`config.mk`:
```
export PLATFORM = sky130hd
export DESIGN_NAME = omega_flip_perm
export DESIGN_NICKNAME = d
export VERILOG_FILES = /design/src/rtl/ofn_pkg.sv /design/src/rtl/ofn_stage.sv /design/src/rtl/ofn_datapath.sv /design/src/rtl/ofn_control.sv /design/src/rtl/omega_flip_perm.sv
export SDC_FILE = /design/constraint.sdc
export NUM_CORES = 1
export LEC_CHECK = 0
export BUFFER_PORTS_ARGS = -buffer_cell sky130_fd_sc_hd__clkbuf_2
export CORE_UTILIZATION = 50
export DETAILED_ROUTE_END_ITERATION = 7
export HOLD_SLACK_MARGIN = 0.02
export PLACE_DENSITY_LB_ADDON = 0.05
export SYNTH_ARGS = -nofsm -noshare
export SYNTH_HDL_FRONTEND = slang
export SYNTH_SLANG_ARGS = --single-unit
```
`constraint.sdc`:
```
create_clock -name clk -period 2.2 [get_ports clk]
set_input_delay 0.44 -clock clk [delete_from_list [all_inputs] [get_ports clk]]
set_output_delay 0.44 -clock clk [all_outputs]
set_load 0.01 [all_outputs]
```
`src/rtl/ofn_pkg.sv`:
```
package ofn_pkg;
  typedef struct packed {
    logic load;
    logic step;
  } ofnStrobes_t;
endpackage

```
`src/rtl/ofn_stage.sv`:
```
module ofn_stage #(
  parameter int W = 8
) (
  input  logic [W-1:0]   dIn,
  input  logic           isFlip,
  input  logic [W/2-1:0] ctrl,
  output logic [W-1:0]   dOut
);
  localparam int H = W / 2;

  logic [W-1:0] omegaOut;
  logic [W-1:0] flipOut;

  for (genvar i = 0; i < H; i++) begin : gPair
    assign omegaOut[2*i]   = ctrl[i] ? dIn[i+H] : dIn[i];
    assign omegaOut[2*i+1] = ctrl[i] ? dIn[i]   : dIn[i+H];
    assign flipOut[i]      = ctrl[i] ? dIn[2*i+1] : dIn[2*i];
    assign flipOut[i+H]    = ctrl[i] ? dIn[2*i]   : dIn[2*i+1];
  end

  assign dOut = isFlip ? flipOut : omegaOut;
endmodule

```
`src/rtl/ofn_datapath.sv`:
```
module ofn_datapath
  import ofn_pkg::*;
#(
  parameter int W      = 8,
  parameter int NSTAGE = 8
) (
  input  logic                      clk,
  input  logic                      rstN,
  input  ofnStrobes_t               strobes,
  input  logic [$clog2(NSTAGE)-1:0] stepIdx,
  input  logic                      decrypt,
  input  logic [W-1:0]              dataIn,
  input  logic [NSTAGE-1:0]         stageSel,
  input  logic [NSTAGE*(W/2)-1:0]   ctrlWords,
  output logic [W-1:0]              dataOut
);
  localparam int H     = W / 2;
  localparam int IDXW  = $clog2(NSTAGE);
  localparam int CTRLW = NSTAGE * H;
  localparam logic [IDXW-1:0] LASTIDX = IDXW'(NSTAGE - 1);

  logic [W-1:0]      dataReg;
  logic              modeReg;
  logic [NSTAGE-1:0] selReg;
  logic [CTRLW-1:0]  ctrlReg;

  logic [IDXW-1:0] slot;
  logic            slotFlip;
  logic [H-1:0]    slotCtrl;
  logic [W-1:0]    stageOut;

  always_comb begin
    slot     = modeReg ? (LASTIDX - stepIdx) : stepIdx;
    slotFlip = selReg[LASTIDX - slot] ^ modeReg;
    slotCtrl = ctrlReg[int'(slot)*H +: H];
  end

  ofn_stage #(.W(W)) uStage (
    .dIn    (dataReg),
    .isFlip (slotFlip),
    .ctrl   (slotCtrl),
    .dOut   (stageOut)
  );

  always_ff @(posedge clk or negedge rstN) begin
    if (!rstN) begin
      dataReg <= '0;
      modeReg <= 1'b0;
      selReg  <= '0;
      ctrlReg <= '0;
    end else if (strobes.load) begin
      dataReg <= dataIn;
      modeReg <= decrypt;
      selReg  <= stageSel;
      ctrlReg <= ctrlWords;
    end else if (strobes.step) begin
      dataReg <= stageOut;
    end
  end

  assign dataOut = dataReg;
endmodule

```
`src/rtl/ofn_control.sv`:
```
module ofn_control
  import ofn_pkg::*;
#(
  parameter int NSTAGE = 8
) (
  input  logic                      clk,
  input  logic                      rstN,
  input  logic                      start,
  output ofnStrobes_t               strobes,
  output logic [$clog2(NSTAGE)-1:0] stepIdx,
  output logic                      busy,
  output logic                      done
);
  localparam int IDXW = $clog2(NSTAGE);
  localparam logic [IDXW-1:0] LASTIDX = IDXW'(NSTAGE - 1);

  logic [IDXW-1:0] cnt;
  logic            running;

  always_comb begin
    strobes.load = start && !running;
    strobes.step = running;
  end

  always_ff @(posedge clk or negedge rstN) begin
    if (!rstN) begin
      running <= 1'b0;
      cnt     <= '0;
      done    <= 1'b0;
    end else begin
      done <= 1'b0;
      if (strobes.load) begin
        running <= 1'b1;
        cnt     <= '0;
      end else if (running) begin
        if (cnt == LASTIDX) begin
          running <= 1'b0;
          done    <= 1'b1;
          cnt     <= '0;
        end else begin
          cnt <= cnt + 1'b1;
        end
      end
    end
  end

  assign stepIdx = cnt;
  assign busy    = running;
endmodule

```
`src/rtl/omega_flip_perm.sv`:
```
module omega_flip_perm
  import ofn_pkg::*;
#(
  parameter int W      = 8,
  parameter int NSTAGE = 8
) (
  input  logic                    clk,
  input  logic                    rstN,
  input  logic                    start,
  input  logic                    decrypt,
  input  logic [W-1:0]            dataIn,
  input  logic [NSTAGE-1:0]       stageSel,
  input  logic [NSTAGE*(W/2)-1:0] ctrlWords,
  output logic                    busy,
  output logic                    done,
  output logic [W-1:0]            dataOut
);
  localparam int IDXW = $clog2(NSTAGE);

  ofnStrobes_t     strobes;
  logic [IDXW-1:0] stepIdx;

  ofn_control #(.NSTAGE(NSTAGE)) uCtrl (
    .clk     (clk),
    .rstN    (rstN),
    .start   (start),
    .strobes (strobes),
    .stepIdx (stepIdx),
    .busy    (busy),
    .done    (done)
  );

  ofn_datapath #(.W(W), .NSTAGE(NSTAGE)) uData (
    .clk       (clk),
    .rstN      (rstN),
    .strobes   (strobes),
    .stepIdx   (stepIdx),
    .decrypt   (decrypt),
    .dataIn    (dataIn),
    .stageSel  (stageSel),
    .ctrlWords (ctrlWords),
    .dataOut   (dataOut)
  );
endmodule

```
## Word-level counts from Yosys, hierarchy flattened

Cells that the tools add are included.

| word-level totals | value |
|---|---|
| bits in registers | 54 |
| input port bits | 52 |
| output and inout bits | 10 |
| word-level logic and storage cells | 54 |

| operators by class | value |
|---|---|
| $add $sub $neg | 3 |
| magnitude comparators | 1 |
| equality and inequality tests | 1 |
| shift operators | 1 |
| mux-type cells | 31 |
| bitwise gates (word level) | 1 |
| reductions and logical operators | 7 |

Operators with widths:

| cell | number |
|---|---|
| variable part select 32 x 6 -> 4 bit | 1 |
| 2-to-1 mux 8 bit | 3 |
| 2-to-1 mux 1 bit | 23 |
| 2-to-1 mux 3 bit | 4 |
| nonzero test 2 bit | 3 |
| subtractor 3 bit (first input constant) | 2 |
| < comparator 3 x 4 -> 1 bit (second input constant) | 1 |
| AND reduction 2 bit | 2 |
| adder 3 x 1 -> 3 bit (second input constant) | 1 |
| binary-select mux 1 bit (select 3 bit) | 1 |
| == test 3 bit (second input constant) | 1 |
| logical AND 1 bit | 1 |
| logical NOT 1 bit | 1 |
| XOR 1 bit | 1 |

## Depth between registers and ports, before layout

Gate-level depths: netlist (run 1).

| logic depth | value |
|---|---|
| word-level depth | 9 |
| gate-level depth with buffers | 10 |
| depth with buffers taken out | 7 |

## Modules after synthesis

From an unflattened synthesis (run 1), not the netlist that was laid out.

| second synthesis, totals | value |
|---|---|
| cell total of the unflattened synthesis | 220 |
| area total of the unflattened synthesis | 2979.1 µm² |

Modules (own cells, without submodules):

| module | times used | cells each | area an instance (µm²) | sequential area each (µm²) |
|---|---|---|---|---|
| ofn_datapath | 1 | 175 | 2508.7 | 1226.2 |
| ofn_stage | 1 | 27 | 239.0 | 0.0 |
| ofn_control | 1 | 18 | 231.5 | 125.1 |

## Worst setup path before layout (run 1)

Ideal clock, no wire load.

| timing path | value |
|---|---|
| path kind | register to register |
| start point | reg uCtrl.cnt[0] (netlist: uCtrl.stepIdx[0]) |
| end point | reg uData.dataReg[7] (netlist: uData.dataOut[7]) |
| library setup time | 126 ps |
| arrival time | 2058 ps |
| required time | 2074 ps |
| path slack | 16 ps |
| cell stages (with the launch flop) | 9 |
| buffers on the path | 1 |
| period minus slack after synthesis | 2184 ps |
| path through | dfrtp_1 > buf_4 > or3_4 > a21oi_1 > a221oi_1 > a22oi_2 > xnor2_1 > mux2_1 > a221o_1 |

| between the ends | value |
|---|---|
| cells in the longest elaborated chain, start to end | 9 |
| elaborated cells on any way between the ends | 12 |
| those cells by class | add/sub (2); shift (1); mux (6); bitwise (1); reduce/logical (2) |

RTL lines:

| item | line | source |
|---|---|---|
| start, declared | ofn_control.sv:17 | `logic [IDXW-1:0] cnt;` |
| start signal, assigned | ofn_control.sv:41 | `cnt <= cnt + 1'b1;` |
| subtractor 3 bit | ofn_datapath.sv:33 | `slot = modeReg ? (LASTIDX - stepIdx) : stepIdx;` |
| 2-to-1 mux 3 bit (*) | ofn_datapath.sv:33 |  |
| subtractor 3 bit | ofn_datapath.sv:34 | `slotFlip = selReg[LASTIDX - slot] ^ modeReg;` |
| binary-select mux 1 bit (select 3 bit) | ofn_datapath.sv:34 |  |
| 2-to-1 mux 1 bit (not written as such) | ofn_datapath.sv:34 |  |
| XOR 1 bit | ofn_datapath.sv:34 |  |
| 2-to-1 mux 8 bit | ofn_stage.sv:21 | `assign dOut = isFlip ? flipOut : omegaOut;` |
| 2-to-1 mux 8 bit | ofn_datapath.sv:56 | `end else if (strobes.step) begin` |
| 2-to-1 mux 8 bit | ofn_datapath.sv:51 | `end else if (strobes.load) begin` |
| end signal, assigned | ofn_datapath.sv:52 | `dataReg <= dataIn;` |
| end signal, assigned | ofn_datapath.sv:57 | `dataReg <= stageOut;` |
| end, declared | ofn_datapath.sv:22 | `logic [W-1:0] dataReg;` |

Mark *: on every way between the ends. The rest lies on a longest branch, timed or not. The select of a mux whose other input is x is not followed.
A chain may end at the register's enable or synchronous reset.

## Worst setup path in the final report (run 1)

| timing path | value |
|---|---|
| start point | reg uCtrl.cnt[1] (netlist: uCtrl.stepIdx[1]) |
| end point | reg uData.dataReg[7] (netlist: uData.dataOut[7]) |

The elaborated chain is that of the path after synthesis.

==> results.cfg, run 1 <==
[status]
status = complete, no violations

[cts]
htree_levels = 2
clkLatencyLatePin_ns = 0.31
clockRootBuffer = clkbuf_8
clk_pin_slew_worst_paths_ns = 0.10
cts_tree = done
clk_path_buf_depth = 2
cts_buffers = 5
cts.sinks = 54

[synth]
ys_seq_area_frac = 0.435
yosysWarnings = 0
synthFlopType = dfrtp_1
synth_cells = 359
syn_avg_cell_area_sq_um = 8.65
async_reset_ff_frac = 1.00
synth_edf_count = 0
synth_nets = 413
syn_area_sq_um = 3110
ys_ff_latch = 54
synthDistinctLibCells = 43

[route]
vias = 2728
drc = 0
dr.first_iter.drc_count = 170
first_pass_iters = 4
wl_per_cell_microns = 14.6
via_per_inst = 5.38
detail-route-antenna-nets = 0
wl_mm = 7.38

[setup_path]
cp.arrival_ns = 2.38
cpPeakStageDelay_ns = 0.46
rrSetupSlack_ns = 0.02
worst-path-buf-inv = 0
cp-end-kind = flip-flop
required_ns = 2.40
crit_type = reg -> reg
cp_max_fo = 7
crit_path_cell_trace = or3_4 -> a21oi_2 -> a221oi_2 -> a22oi_2 -> xnor2_2 -> mux2_4 -> a221o_1
crit_family = compound AO/OA/AOI/OAI gates
start_kind = flip-flop
slowest_stage = dfrtp_2

[floorplanning]
die_x_microns = 80.8
rows = 28
start_util = 0.521
io_pins = 62
die_y_microns = 80.8
dieArea_sq_um = 6530
coreArea_sq_um = 5960

[global_route]
grt.overflow.total = 0
grt_max_degree = 32
grt_pass1_vias = 2618
grt_pass1_wl_mm = 11.9
track_usage = 0.236
antenna_found_initial = 0

[timing]
fmax_ghz = 0.458
fin_skew_ns = 0.00637
finalHoldViolations = 0
rsz0062_at_grt = yes
relSlewSlack = 0.564
drv_slew = 0
fin_crit_ns = 2.18
tns_ns = 0
post-route-period-util = 0.991
setup_viol = 0
worst_slack_ns = 0.0187
tightestPinTransition_ns = 0.655

[layout]
drive_gt1_frac = 0.285
synthToLayoutAreaGrowth_pct = 22.0
fin_nets = 486
antenna_cells = 0
final.fill_count = 539

[place]
place.gp.congestion = 0.918
preCtsSetupSlack_ns = -0.0467
port_buffers = 61
dp_hpwl_mm = 5.41

[power_and_ir_drop]
powerDensity_nw_per_um2 = 1770
p_leak_nw = 1.99
vdd_ir_drop_max_v = 0.000849

[hold_path]
hold_class = in -> async

[job]
cap_violations = 0
==> metal layers <==
metal  part of all wire  vias up  global-route usage
met5                  0        -                   0
met4              0.013        0              0.0589
met3              0.036        9              0.0360
met2               0.49       65               0.415
met1               0.46     1293               0.304
li1                   -     1361                   -
==> through the flow <==
step	power [mW]	instance area, sq um	hold slack (ns)	utilization	std cells
after detailed placement	5.64	3570	0.470	0.599	495
after global routing	7.25	3790	0.180	0.636	507
final	6.72	3790	0.137	0.636	507
after global placement	5.55	3570	0.463	0.599	495
after floorplan	4.69	3110	0.144	-	359
after CTS	6.48	3710	0.158	0.622	504
==> worst register-to-register path, stage by stage (launching register included) <==
cell and delay [ns]:
dfrtp_2 0.46, or3_4 0.41, a21oi_2 0.14, a221oi_2 0.05, a22oi_2 0.23, xnor2_2 0.17
mux2_4 0.32, a221o_1 0.29
==> cell type report <==
cell class                 count  area, sq um  area share
timing repair buffer          87          529       0.140
tap                           75         93.8      0.0248
inverter                       4         15.0     0.00396
multi-input combinational    280         1690       0.445
clock inverter                 1         30.0     0.00793
sequential                    54         1350       0.357
clock buffer                   6         82.6      0.0218
==> cells in the mapped netlist (5+ instances only) <==
cell type  instances  area share
a21oi_1           11       0.018
mux2i_1           29       0.093
nand2b_1           9       0.018
o21ai_0            6      0.0097
o22ai_1            9       0.018
dfrtp_1           54        0.44
buf_4              5       0.012
clkbuf_1          12       0.015
nor2b_1            8       0.016
a211oi_1           5       0.012
nand2_1          131        0.16
a21o_1             6       0.015
nor2_1            15       0.018
==> flip-flops by register name, summed over array words and instances (netlist names) <==
name	count
uData.ctrlReg	32
uCtrl.busy	1
uData.dataOut	8
uData.modeReg	1
uData.selReg	8
uCtrl.stepIdx	3
uCtrl.done	1
==> kinds of logic (layout without fill, tap and decap cells) <==
logic type / Yosys count / count (layout) / share of synthesized area
compound gates: 63 / 63 / 0.146
flops: 54 / 54 / 0.435
fa+ha+maj: 2 / 2 / 0.00806
mux: 34 / 34 / 0.116
simple gates: 180 / 180 / 0.248
buf+inv: 25 / 98 / 0.0439
xor+xnor: 1 / 1 / 0.00282
==> power by group <==
part	switching [mW]	leakage, nW	internal [mW]
Combinational	1.95	1.27	2.11
Clock	0.325	0.0573	0.365
Sequential	0.480	0.660	1.48
==> cells in the final DEF, fill, tap and decap left out, types with 6 or more instances in the layout <==
cell type,count
nor2_1,15
buf_4,23
clkbuf_8,6
a21o_1,6
dfrtp_1,53
nand2_1,129
nand2b_1,8
clkbuf_2,61
a21oi_2,7
a21oi_1,8
mux2i_1,28
o22ai_1,9
==> repair_timing <==
item	in CTS	in global routing
setup buffers	2	3
pin swaps	0	7
hold buffers	0	0
resized for setup	3	16
setup endpoints to repair	5	8
cloned	0	0
==> path summary, 6_finish.rpt <==
kind | to | start | depth (start not counted)
max in group asynchronous | uCtrl.stepIdx[1]$_DFFE_PN0P_ | rstN | 2
worst max register to register | uData.dataOut[7]$_DFFE_PN0P_ | uCtrl.stepIdx[1]$_DFFE_PN0P_ | 7
worst max-delay path | uData.dataOut[7]$_DFFE_PN0P_ | uCtrl.stepIdx[1]$_DFFE_PN0P_ | 7
worst min register to register | uData.selReg[3]$_DFFE_PN0P_ | uData.selReg[3]$_DFFE_PN0P_ | 2
min in group clk | uData.ctrlReg[28]$_DFFE_PN0P_ | ctrlWords[28] | 3
worst min-delay path | uData.selReg[6]$_DFFE_PN0P_ | rstN | 1
(Power assumes the default switching activity.)
==> run 2: changes to the inputs <==
REMOVE_ABC_BUFFERS = 1   (was not set)
==> results.cfg, run 2 (synthesis results as in run 1) <==
[layout]
fin_cells = 502
largest-register = uData.ctrlReg
fin_nets = 480
synthToLayoutAreaGrowth_pct = 19.8
antenna_cells = 0
drive_gt1_frac = 0.267
final_common_cell = nand2_1
post-route-util = 0.625
largest_reg_flops = 32
final_cell_mix = nand2_1, clkbuf_2, dfrtp_1

[timing]
setup_viol = 0
rsz0062_at_grt = yes
drv_slew = 0
post-route-period-util = 0.992
fmax_ghz = 0.458
hold_ws_ns = 0.125
fin_skew_ns = 0.0104
finalHoldViolations = 0
fin_crit_ns = 2.18
tightestPinTransition_ns = 0.624
relSlewSlack = 0.584

[floorplanning]
die_x_microns = 80.8
dieArea_sq_um = 6530
coreArea_sq_um = 5960
io_pins = 62
rows = 28
start_util = 0.521
die_y_microns = 80.8

[cts]
cts_buffers = 5
clockRootBuffer = clkbuf_8
cts.sinks = 54
cts_tree = done
clkLatencyLatePin_ns = 0.31
htree_levels = 2
clk_path_buf_depth = 2
clk_pin_slew_worst_paths_ns = 0.10

[global_route]
track_usage = 0.253
grt_max_degree = 33
grt_pass1_vias = 2629
grt_pass1_wl_mm = 12.6
grt.overflow.total = 0
antenna_found_initial = 0

[place]
port_buffers = 61
dp_hpwl_mm = 5.36
dp_cells = 492
place.gp.congestion = 0.873

[setup_path]
r2r-start = uData.modeReg$_DFFE_PN0P_
required_ns = 2.40
crit_type = reg -> reg
cp.arrival_ns = 2.38
start_kind = flip-flop
cp_max_fo = 5
reg2reg_to = uData.dataOut[7]$_DFFE_PN0P_
rrSetupSlack_ns = 0.02
crit_start = uData.modeReg$_DFFE_PN0P_
worst-r2r-cell-count = 7
cp-end-kind = flip-flop

[job]
cap_violations = 0

[power_and_ir_drop]
vdd_ir_drop_max_v = 0.000812
powerDensity_nw_per_um2 = 1770
p_leak_nw = 1.94

[route]
wl_met1_mm = 3.70
wl_mm = 7.42
vias = 2661
wl_met2_mm = 3.30
top_layer = met4
dr_wl_met3_microns = 310
dr.first_iter.drc_count = 142
via_per_inst = 5.30
first_pass_iters = 4
wl_per_cell_microns = 14.8
drc = 0
detail-route-antenna-nets = 0

[status]
status = complete, no violations

[hold_path]
hold_class = in -> async
[run 2: cell type report]
| cell class | count | area [sq um] |
|---|---|---|
| clock buffers | 7 | 76.3 |
| clock inverters | 1 | 30.0 |
| fillers | 572 | 2230 |
| inverters | 4 | 15.0 |
| multi-input cells | 280 | 1680 |
| flip-flops and latches | 54 | 1350 |
| well taps | 75 | 93.8 |
| repair buffers | 81 | 475 |
[run 2: worst max path at each step]
| stage | to | slack (ns) |
|---|---|---|
| global route | uData.dataOut[7]$_DFFE_PN0P_ | -0.09 |
| global placement | uData.dataOut[1]$_DFFE_PN0P_ | 0.007 |
| CTS | uData.dataOut[1]$_DFFE_PN0P_ | 0.005 |
| floorplan | uData.dataOut[7]$_DFFE_PN0P_ | -1.05 |
| detailed placement | uData.dataOut[1]$_DFFE_PN0P_ | -0.07 |
| finish | uData.dataOut[7]$_DFFE_PN0P_ | 0.02 |
[run 2: through the flow]
stage | instance area, sq um | setup TNS [ns] | worst slack, ns | power (mW)
floorplan | 2980 | -12.82 | -1.05 | 4.49
global placement | 3530 | 0 | 0.00704 | 5.48
detailed placement | 3530 | -0.242 | -0.0651 | 5.59
CTS | 3680 | 0 | 0.00488 | 6.44
global route | 3720 | -0.422 | -0.0929 | 7.11
finish | 3720 | 0 | 0.0182 | 6.57
[run 2: critical path, cell delays in order, from the launching register on]
cell,delay [ns]
dfrtp_1,0.43
or3_4,0.42
a21oi_2,0.16
a221oi_2,0.05
a22oi_2,0.20
xnor2_1,0.16
mux2_1,0.35
a221o_1,0.29
[run 2: timing repair]
action                     4_1_cts  5_1_grt
hold buffers                     0        0
pin swaps                        0        7
cloned                           0        0
setup endpoints to repair        5        7
buffers inserted                 2        0
resized for setup                7       12
[run 2: power breakdown]
part | leakage (nW) | total (mW) | internal, mW | switching (mW)
combinational | 1.23 | 3.95 | 1.98 | 1.97
sequential | 0.660 | 1.95 | 1.48 | 0.472
clock | 0.0524 | 0.667 | 0.341 | 0.325
total | 1.94 | 6.57 | 3.80 | 2.77
[run 2: routing by layer]
| layer | up-vias | track usage |
|---|---|---|
| li1 | 1351 | - |
| met1 | 1237 | 0.355 |
| met2 | 64 | 0.401 |
| met3 | 9 | 0.0416 |
| met4 | 0 | 0.0732 |
| met5 | - | 0 |
==> run 3: changes to the inputs <==
ABC_AREA = 1   (was not set)
SLEW_MARGIN = 30   (was not set)
==> results.cfg, run 3 <==
[floorplanning]
io_pins = 62
start_util = 0.515
die_y_microns = 80.1
rows = 28
dieArea_sq_um = 6420
coreArea_sq_um = 5920
die_x_microns = 80.1

[route]
first_pass_iters = 4
dr.first_iter.drc_count = 146
drc = 0
wl_per_cell_microns = 12.8
wl_mm = 7.00
vias = 2743
detail-route-antenna-nets = 0
via_per_inst = 5.01

[synth]
synth_top_area_cell = dfrtp_1
synth-adder-area-share = 0.00820
synthDistinctLibCells = 26
synth-compound-area-share = 0.0631
synth.top_cells.by_area = dfrtp_1, nand2_1, nand3_1
synth_cells = 412
ys_seq_area_frac = 0.443
yosys-top-cells-count = nand2_1, nand3_1, dfrtp_1
synth-simple-area-share = 0.383
synth_xor_area_frac = 0.0197
synthMuxAreaShare = 0
syn_area_sq_um = 3050
yosysWarnings = 0
async_reset_ff_frac = 1.00
synth_top_family_by_area = simple AND/OR/NAND/NOR gates
synthFlopType = dfrtp_1
syn_avg_cell_area_sq_um = 7.41
synth_edf_count = 0
yosysMostFrequentCell = nand2_1
synth_top_cell_area_share = 0.443
ys_ff_latch = 54

[setup_path]
cp-end-kind = flip-flop
cp.arrival_ns = 2.14
cp_max_fo = 8
crit_start = uData.modeReg$_DFFE_PN0P_
required_ns = 2.40
crit_type = reg -> reg
crit_end = uData.dataOut[3]$_DFFE_PN0P_
rrSetupSlack_ns = 0.26
reg2reg_to = uData.dataOut[3]$_DFFE_PN0P_
r2r-start = uData.modeReg$_DFFE_PN0P_
start_kind = flip-flop
worst-r2r-cell-count = 10

[cts]
clk_path_buf_depth = 2
cts_buffers = 5
htree_levels = 2
clkLatencyLatePin_ns = 0.31
clk_pin_slew_worst_paths_ns = 0.10
hold_buffers = 0
post-cts-setup-buffers = 0
clockRootBuffer = clkbuf_8
cts.sinks = 54
post_cts_resized = 0
cts_tree = done

[power_and_ir_drop]
clockPowerShare = 0.084
seq_power_share = 0.282
p_leak_nw = 1.90
internal_power_mw = 3.34
powerDensity_nw_per_um2 = 1900
combPwrFrac = 0.634
net-switching-power_mw = 3.36
vdd_ir_drop_max_v = 0.000687
swShare = 0.501
power_mw = 6.69

[layout]
synthToLayoutAreaGrowth_pct = 15.2
final_cell_mix = nand2_1, nand3_1, clkbuf_2
largest-register = uData.ctrlReg
drive_gt1_frac = 0.222
fin_nets = 526
antenna_cells = 0
final_common_cell = nand2_1
post-route-util = 0.594
largest_reg_flops = 32
fin_cells = 548

[timing]
rsz0062_at_grt = no
hold_ws_ns = 0.0410
tightestPinTransition_ns = 0.635
finalHoldViolations = 0
setup_viol = 0
drv_slew = 0
fmax_ghz = 0.516
post-route-period-util = 0.880
fin_skew_ns = 0.0112
relSlewSlack = 0.575
fin_crit_ns = 1.94

[global_route]
antenna_found_initial = 0
grt_max_degree = 67
grt.overflow.total = 0
grt_pass1_vias = 2722
track_usage = 0.240
grt_pass1_wl_mm = 12.0

[status]
status = complete, no violations

[hold_path]
hold_class = in -> async

[place]
dp_hpwl_mm = 5.13
place.gp.congestion = 0.827
port_buffers = 61
dp_cells = 540

[job]
cap_violations = 0
-- run 3: changes by cell type after synthesis, moves of 8 or more --
cell / change
nand2_2: +9
inv_1: +29
nand2_1: +34
a21oi_1: -10
mux2i_1: -29
nand3_1: +65
o21ai_0: +21
nand2b_1: -9
o22ai_1: -9
nor2b_1: -8
-- run 3: cell type report --
type / count / area [sq um]
fill: 596 / 2410
multi-input combinational: 304 / 1460
sequential: 54 / 1350
timing repair buffer: 70 / 373
inverter: 37 / 155
tap: 75 / 93.8
clock buffer: 6 / 72.6
clock inverter: 2 / 13.8
-- run 3: worst min-delay path by stage --
stage / to / start / slack, ns
after global placement: uData.ctrlReg[3]$_DFFE_PN0P_ / rstN / 0.39
after detailed placement: uData.ctrlReg[3]$_DFFE_PN0P_ / rstN / 0.39
after floorplan: uCtrl.busy$_DFF_PN0_ / rstN / 0.14
after CTS: uData.ctrlReg[3]$_DFFE_PN0P_ / rstN / 0.05
after global routing: uData.ctrlReg[3]$_DFFE_PN0P_ / rstN / 0.06
final: uData.ctrlReg[3]$_DFFE_PN0P_ / rstN / 0.04
-- run 3: per-layer routing --
metal | GRT usage | wire (microns) | up-vias
li1 | - | - | 1429
met3 | 0.0432 | 229 | 10
met5 | 0 | 0 | -
met2 | 0.415 | 3350 | 56
met1 | 0.302 | 3330 | 1248
met4 | 0.0750 | 89 | 0
-- run 3: power by group through the flow --
| stage | Clock (mW) | Combinational (mW) | Sequential (mW) |
|---|---|---|---|
| 4_1_cts | 0.578 | 4.28 | 1.89 |
| 6_report | 0.563 | 4.24 | 1.89 |
| 5_1_grt | 0.607 | 4.89 | 1.94 |
| 2_1_floorplan | 0 | 3.15 | 1.87 |
| 3_5_place_dp | 0 | 4.25 | 1.91 |
| 3_3_place_gp | 0 | 4.14 | 1.91 |
-- run 3: logic make-up (layout without fill, tap and decap cells) --
family                   after synthesis  in the layout
XOR/XNOR                               3              3
AND/OR/NAND/NOR                      263            263
AO/OA/AOI/OAI                         36             36
flip-flops                            54             54
adder cells (fa/ha/maj)                2              2
buffers and inverters                 54            115
-- run 3: per-stage QoR --
stage	cell area (sq um)	setup slack, ns	setup TNS (ns)
floorplan	2950	-1.31	-43.43
CTS	3510	0.250	0
finish	3510	0.264	0
detailed placement	3430	0.282	0
global placement	3430	0.312	0
global route	3510	0.0366	0
-- run 3: critical path: stages (launching register included) --
cell and delay, ns:
dfrtp_1 0.42, buf_4 0.21, xor2_2 0.30, buf_4 0.22, nand3_1 0.11, nand3_2 0.10, nand2_2 0.10, o21ai_1 0.15
nand2_1 0.08, nand3_1 0.09, nand2_1 0.05
